File: src/rtl/cnv_status_pkg.sv
package cnv_status_pkg;
  localparam int unsigned STS_W        = 32;
  localparam int unsigned MAX_CH       = 8;
  localparam int unsigned BIT_JEOC     = 0;
  localparam int unsigned BIT_REOC     = 1;
  localparam int unsigned BIT_JOVR     = 2;
  localparam int unsigned BIT_ROVR     = 3;
  localparam int unsigned CKAB_LSB     = 16;
  localparam int unsigned SCD_LSB      = 24;
  localparam int unsigned NUM_IRQ_SRC  = 6;
  localparam int unsigned IEN_JEOC     = 0;
  localparam int unsigned IEN_REOC     = 1;
  localparam int unsigned IEN_JOVR     = 2;
  localparam int unsigned IEN_ROVR     = 3;
  localparam int unsigned IEN_CKAB     = 4;
  localparam int unsigned IEN_SCD      = 5;
endpackage

File: src/rtl/cnv_eoc_ovr.sv
// End-of-conversion and overrun pair for one conversion kind.
module cnv_eoc_ovr (
  input  logic clk,
  input  logic rst_n,
  input  logic en,
  input  logic conv_done,
  input  logic data_rd,
  input  logic ovr_clr,
  output logic eoc,
  output logic ovr,
  output logic data_load
);
  logic eoc_q, eoc_d;
  logic ovr_q, ovr_d;
  logic ovr_hit;

  // A result is lost only if the previous one is pending and not read now.
  always_comb begin
    ovr_hit   = en & conv_done & eoc_q & ~data_rd;
    data_load = en & conv_done & ~ovr_hit;
    if (!en) begin
      eoc_d = 1'b0;
      ovr_d = 1'b0;
    end else begin
      // set has priority over any clear in the same cycle
      eoc_d = conv_done | (eoc_q & ~data_rd);
      ovr_d = ovr_hit   | (ovr_q & ~ovr_clr);
    end
  end

  always_ff @(posedge clk or negedge rst_n) begin
    if (!rst_n) begin
      eoc_q <= 1'b0;
      ovr_q <= 1'b0;
    end else begin
      eoc_q <= eoc_d;
      ovr_q <= ovr_d;
    end
  end

  assign eoc = eoc_q;
  assign ovr = ovr_q;
endmodule

File: src/rtl/cnv_chan_flags.sv
// Per-channel clock-absence and short-circuit flags.
module cnv_chan_flags #(
  parameter int unsigned NUM_CH = 8
) (
  input  logic              clk,
  input  logic              rst_n,
  input  logic              en,
  input  logic [NUM_CH-1:0] ckab_evt,
  input  logic [NUM_CH-1:0] scd_evt,
  input  logic [NUM_CH-1:0] synced,
  input  logic [NUM_CH-1:0] ckab_clr,
  input  logic [NUM_CH-1:0] scd_clr,
  output logic [NUM_CH-1:0] ckab,
  output logic [NUM_CH-1:0] scd
);
  for (genvar g = 0; g < NUM_CH; g++) begin : g_ch
    logic ckab_q, ckab_d;
    logic scd_q, scd_d;

    always_comb begin
      if (!en) begin
        ckab_d = 1'b0;
        scd_d  = 1'b0;
      end else begin
        // an unsynchronized channel pins its flag high; clears lose to sets
        ckab_d = ckab_evt[g] | ~synced[g] | (ckab_q & ~ckab_clr[g]);
        scd_d  = scd_evt[g] | (scd_q & ~scd_clr[g]);
      end
    end

    always_ff @(posedge clk or negedge rst_n) begin
      if (!rst_n) begin
        ckab_q <= 1'b0;
        scd_q  <= 1'b0;
      end else begin
        ckab_q <= ckab_d;
        scd_q  <= scd_d;
      end
    end

    assign ckab[g] = ckab_q;
    assign scd[g]  = scd_q;
  end
endmodule

File: src/rtl/cnv_status_flags.sv
module cnv_status_flags
  import cnv_status_pkg::*;
#(
  parameter int unsigned NUM_CH  = 8,
  parameter bit          IS_FLT0 = 1'b1
) (
  input  logic                   clk,
  input  logic                   rst_n,
  input  logic                   flt_en,
  input  logic                   jconv_done,
  input  logic                   rconv_done,
  input  logic                   jdata_rd,
  input  logic                   rdata_rd,
  input  logic                   clr_wr,
  input  logic [STS_W-1:0]       clr_wdata,
  input  logic [NUM_CH-1:0]      ckab_evt,
  input  logic [NUM_CH-1:0]      scd_evt,
  input  logic [NUM_CH-1:0]      chan_synced,
  input  logic [NUM_IRQ_SRC-1:0] irq_en,
  output logic [STS_W-1:0]       status,
  output logic                   irq,
  output logic                   jdata_load,
  output logic                   rdata_load
);
  localparam int unsigned CH_W = (NUM_CH > MAX_CH) ? MAX_CH : NUM_CH;

  logic jeoc, jovr, reoc, rovr;
  logic jovr_clr, rovr_clr;
  logic [NUM_CH-1:0] ckab, scd;
  logic unused_clr_bits;

  assign jovr_clr = clr_wr & clr_wdata[BIT_JOVR];
  assign rovr_clr = clr_wr & clr_wdata[BIT_ROVR];
  assign unused_clr_bits = ^{clr_wdata[CKAB_LSB-1:BIT_ROVR+1], clr_wdata[BIT_REOC:BIT_JEOC]};

  cnv_eoc_ovr u_inj (
    .clk(clk), .rst_n(rst_n), .en(flt_en),
    .conv_done(jconv_done), .data_rd(jdata_rd), .ovr_clr(jovr_clr),
    .eoc(jeoc), .ovr(jovr), .data_load(jdata_load)
  );

  cnv_eoc_ovr u_reg (
    .clk(clk), .rst_n(rst_n), .en(flt_en),
    .conv_done(rconv_done), .data_rd(rdata_rd), .ovr_clr(rovr_clr),
    .eoc(reoc), .ovr(rovr), .data_load(rdata_load)
  );

  if (IS_FLT0) begin : g_chan
    logic [NUM_CH-1:0] ckab_clr, scd_clr;
    assign ckab_clr = clr_wr ? clr_wdata[CKAB_LSB +: NUM_CH] : '0;
    assign scd_clr  = clr_wr ? clr_wdata[SCD_LSB  +: NUM_CH] : '0;

    cnv_chan_flags #(.NUM_CH(NUM_CH)) u_chan (
      .clk(clk), .rst_n(rst_n), .en(flt_en),
      .ckab_evt(ckab_evt), .scd_evt(scd_evt), .synced(chan_synced),
      .ckab_clr(ckab_clr), .scd_clr(scd_clr),
      .ckab(ckab), .scd(scd)
    );
  end else begin : g_nochan
    logic unused_chan;
    assign unused_chan = ^{ckab_evt, scd_evt, chan_synced, clr_wdata[STS_W-1:CKAB_LSB]};
    assign ckab = '0;
    assign scd  = '0;
  end

  always_comb begin
    status                   = '0;
    status[BIT_JEOC]         = jeoc;
    status[BIT_REOC]         = reoc;
    status[BIT_JOVR]         = jovr;
    status[BIT_ROVR]         = rovr;
    status[CKAB_LSB +: CH_W] = ckab[CH_W-1:0];
    status[SCD_LSB  +: CH_W] = scd[CH_W-1:0];
  end

  always_comb begin
    irq = (jeoc    & irq_en[IEN_JEOC])
        | (reoc    & irq_en[IEN_REOC])
        | (jovr    & irq_en[IEN_JOVR])
        | (rovr    & irq_en[IEN_ROVR])
        | ((|ckab) & irq_en[IEN_CKAB])
        | ((|scd)  & irq_en[IEN_SCD]);
  end
endmodule

File: config.mk
export PLATFORM = sky130hd
export DESIGN_NAME = cnv_status_flags
export DESIGN_NICKNAME = d
export VERILOG_FILES = /design/src/rtl/cnv_status_pkg.sv /design/src/rtl/cnv_eoc_ovr.sv /design/src/rtl/cnv_chan_flags.sv /design/src/rtl/cnv_status_flags.sv
export SDC_FILE = /design/constraint.sdc
export NUM_CORES = 1
export LEC_CHECK = 0
export BUFFER_PORTS_ARGS = -buffer_cell sky130_fd_sc_hd__buf_2
export CORE_MARGIN = 5
export CORE_UTILIZATION = 37
export DETAILED_ROUTE_END_ITERATION = 8
export PLACE_DENSITY = 0.79
export SLEW_MARGIN = 20
export SYNTH_ARGS = -nofsm -noshare
export SYNTH_HDL_FRONTEND = slang
export SYNTH_SLANG_ARGS = --single-unit
export TNS_END_PERCENT = 5
File: constraint.sdc
create_clock -name clk -period 1.5 [get_ports clk]
set_input_delay 0.15 -clock clk [delete_from_list [all_inputs] [get_ports clk]]
set_output_delay 0.15 -clock clk [all_outputs]
set_load 0.02 [all_outputs]
* After elaboration in Yosys (flattened, before gate mapping) *
Index checks and enable logic that the tools add are counted.

word-level totals
  register bits = 20
  input port bits = 70
  output and inout port bits = 35
  word-level logic and storage cells = 143

operators by class
  multiplexer cells = 22
  bitwise operators = 99
  reduce and logical (&&, ||, !) cells = 2

operator list
  operator            number
  1-bit bitwise AND   36
  1-bit OR            33
  1-bit NOT           30
  1-bit 2-to-1 mux    20
  8-bit 2-to-1 mux    2
  8-bit OR reduction  2

* Longest topological paths before layout *
  word-level depth = 6
  depth in mapped cells = 5
  gate-level depth less buffers = 3

* Hierarchy *
A second synthesis with hierarchy kept.

unflattened totals
  cells, all modules = 135
  area total of the unflattened synthesis = 1306.3 um^2

by module, submodules not included
  module            times used  cells an instance  area each (um^2)  seq. area each (um^2)
  cnv_chan_flags    1           74                 822.0             400.4
  cnv_status_flags  1           45                 301.5             0.0
  cnv_eoc_ovr       2           8                  91.3              50.0

* Least setup slack after synthesis *
OpenSTA, ideal clock, no wires.

  path kind = reg2out
  from = register g_chan.u_chan.g_ch[2].scd_q
  to = output irq
  arrival = 1.233 ns
  data required time = 1.350 ns
  slack = 0.117 ns
  stages on the path, launching flop included = 4
  path buffers = 0
  cell sequence = dfrtp_1 -> or4_1 -> o21ai_1 -> nand4_1

between the ends
  longest elaborated chain between the ends = 3

ends and longest elaborated chain
  what                      RTL line                RTL
  start: declaration        cnv_chan_flags.sv:18    logic scd_q, scd_d;
  start signal: assignment  cnv_chan_flags.sv:34    scd_q <= 1'b0;
  start signal: assignment  cnv_chan_flags.sv:37    scd_q <= scd_d;
  8-bit OR reduction        cnv_status_flags.sv:82  | ((|scd) & irq_en[IEN_SCD]);
  1-bit bitwise AND         cnv_status_flags.sv:82
  1-bit OR                  cnv_status_flags.sv:82
  end: declaration          cnv_status_flags.sv:21  output logic irq,

Every way passes these cells.

* Worst setup path after layout *
Ends and elaborated chain as after synthesis.

==> flow_summary.ini <==
[critical_path]
end_kind = primary output
cp.arrival_ns = 1.67
crit_required_ns = 1.35
worstPathMaxFanout = 2
critPathKind = register to primary output
start_kind = register

[power]
powerDensity_nw_per_um2 = 801
vdd_drop_max_v = 0.000348
comb_power_share_pct = 26.6
p_clk_share_pct = 25.4
swShare_pct = 29.9
p_total_mw = 1.25
leakagePower_nw = 0.862
p_int_mw = 0.874
power_frac_seq_pct = 48.0
power.net_switching_mw = 0.373

[layout]
n_antenna_cell = 0
fillers = 294
nets = 267
postLayoutCoreUtil_pct = 51.0
syn_to_final_growth_pct = 31.8
final_cell_area_um2 = 1560
drive_above_1_share_pct = 49.5

[timing]
slew_violations = 0
period_needed_ns = 1.82
fin_ws_ns = -0.321
fin_worst_skew_ns = 0.000129
setup_viol = 1
report.final.hold_viol_count = 0
finalCritPeriodShare_pct = 121
max_freq_mhz = 549
rsz0062_at_grt = true

[clocking]
numCtsBuffers = 3
cts_max_level = 1
clockBufferDepth = 2
root_buffer = clkbuf_4
cts_tree = yes
clock_sinks = 20
clock_latency_ns = 0.29
cts.clk_slew.worst_paths_ns = 0.12

[global_route]
busiest_layer = met2
grt_use_met2_pct = 24.8
gr-total-overflow = 0
met1_usage_pct = 14.7
use_met3_pct = 3.54
grt_use_total_pct = 13.4
antenna_found_initial = 0
grt_max_degree = 21
grt_pass1_vias = 1037
grt_pass1_wl_um = 4470

[place]
dp_slack_ns = -0.00735
routabilityCongestion = 0.735
dp_hpwl_um = 2420
io_buffers = 78
placed_area_um2 = 1480

[logic_synthesis]
synth_area_leaders = dfrtp_1 (42%), buf_4 (20%), nor2b_1 (6.4%)
synth_common_cells = buf_4 (32), dfrtp_1 (20), nand2_1 (12), nor2b_1 (12)
yosys.area.top_type_share_pct = 42.4
synth_top_area_cell = dfrtp_1
ys_async_sr_fraction_pct = 100
netlist_instances = 128
ys_types = 17
synth-edff-count = 0
ys_seq_area_share_pct = 42.4
synth_area_um2 = 1180
yosysMostFrequentCell = buf_4
synth-seq-cells = 20
ys_warn_count = 0
avgSynthCellArea_um2 = 9.23
synthFlopType = dfrtp_1

[run_status]
violations = negative setup slack
outcome = finished, violations left

[detailed_routing]
final_antenna_net_count = 0
finalWirelength_um = 3020
via_per_inst = 4.45
wl_per_cell_um = 12.6
firstDrtPassIters = 4
drtIter0Drc = 16
vias = 1067
drc_errors = 0

[die]
die_height_um = 66.5
start_util_pct = 38.7
core_um2 = 3050
die_area_um2 = 4420
dieWidth_um = 66.5
io_pins = 105
rows = 20

[run]
maxCapViolCount = 0

[hold_path]
hold_path.class = input port to register
-- cells in the final DEF (no fill, tap or decap), types with 3 or more instances in the layout --
master,instances
a22oi_1,4
a21oi_1,8
buf_2,77
clkbuf_4,3
a21boi_0,8
o31a_1,8
or4_4,3
buf_4,10
dfrtp_1,20
conb_1,12
nor2b_1,12
inv_1,8
nand2_1,12
-- final cells by class --
| cell class | instances | area (µm²) | area share [%] |
|---|---|---|---|
| multi-input cells | 75 | 453 | 29.1 |
| clock buffers | 4 | 36.3 | 2.33 |
| flip-flops and latches | 20 | 500 | 32.2 |
| inverters | 8 | 30.0 | 1.93 |
| repair buffers | 89 | 482 | 30.9 |
| well taps | 44 | 55.1 | 3.54 |
-- metrics by stage --
stage	setup TNS [ns]	cells	hold WS [ns]
finish	-0.321	240	0.0684
global placement	0	234	0.118
detailed placement	-0.00735	234	0.126
floorplan	0	139	-0.146
global route	-0.392	240	0.0624
CTS	-0.336	240	0.0588
-- worst max-delay path: stages (launching register included) --
cell and delay, ns:
dfrtp_1 0.39, or4_4 0.53, o21ai_2 0.17, nand4_1 0.13, buf_6 0.15
-- metal layers --
metal / wire, µm / up-vias
met1: 1210 / 480
li1: - / 521
met5: 0 / -
met4: 13 / 0
met2: 1480 / 64
met3: 319 / 2
-- what timing repair did --
action,in CTS,in global routing
endpoints found under the setup margin,1,1
pin swaps,4,3
buffers inserted,1,0
hold buffers,1,0
gates resized for setup,6,1
hold endpoints to repair,20,0
-- power groups by stage --
stage          Sequential (mW)  Combinational (mW)  Clock [mW]
5_1_grt                  0.603               0.365       0.341
4_1_cts                  0.597               0.334       0.328
3_5_place_dp             0.607               0.318           0
6_report                 0.598               0.332       0.317
3_3_place_gp             0.606               0.313           0
2_1_floorplan            0.601               0.234           0
-- worst paths after layout --
kind                                         startpoint  depth (start not counted)                           end  slack [ns]
setup / recovery            g_chan.u_chan.g_ch[2].scd_q                          4                           irq       -0.32
hold / removal                              ckab_evt[6]                          2  g_chan.u_chan.g_ch[6].ckab_q        0.07
setup reg to reg           g_chan.u_chan.g_ch[7].ckab_q                          3  g_chan.u_chan.g_ch[7].ckab_q        0.46
hold reg to reg             g_chan.u_chan.g_ch[5].scd_q                          2   g_chan.u_chan.g_ch[5].scd_q        0.60
max in group asynchronous                         rst_n                          2   g_chan.u_chan.g_ch[0].scd_q        0.89
min in group asynchronous                         rst_n                          2  g_chan.u_chan.g_ch[7].ckab_q        0.31
-- registers in the layout, summed over array words and instances, names as in the netlist --
name,count
g_chan.u_chan.g_ch.scd_q,8
u_inj.ovr,1
u_reg.eoc,1
u_inj.eoc,1
u_reg.ovr,1
g_chan.u_chan.g_ch.ckab_q,8
-- logic make-up after synthesis --
kind of cell           Yosys count  synth area share [%]
AND/OR/NAND/NOR                 31                  13.9
buffers and inverters           44                  24.4
flip-flops                      20                  42.4
AO/OA/AOI/OAI                   32                  19.1
other                            1                 0.317
No activity file was read; power rests on OpenSTA's default activity.
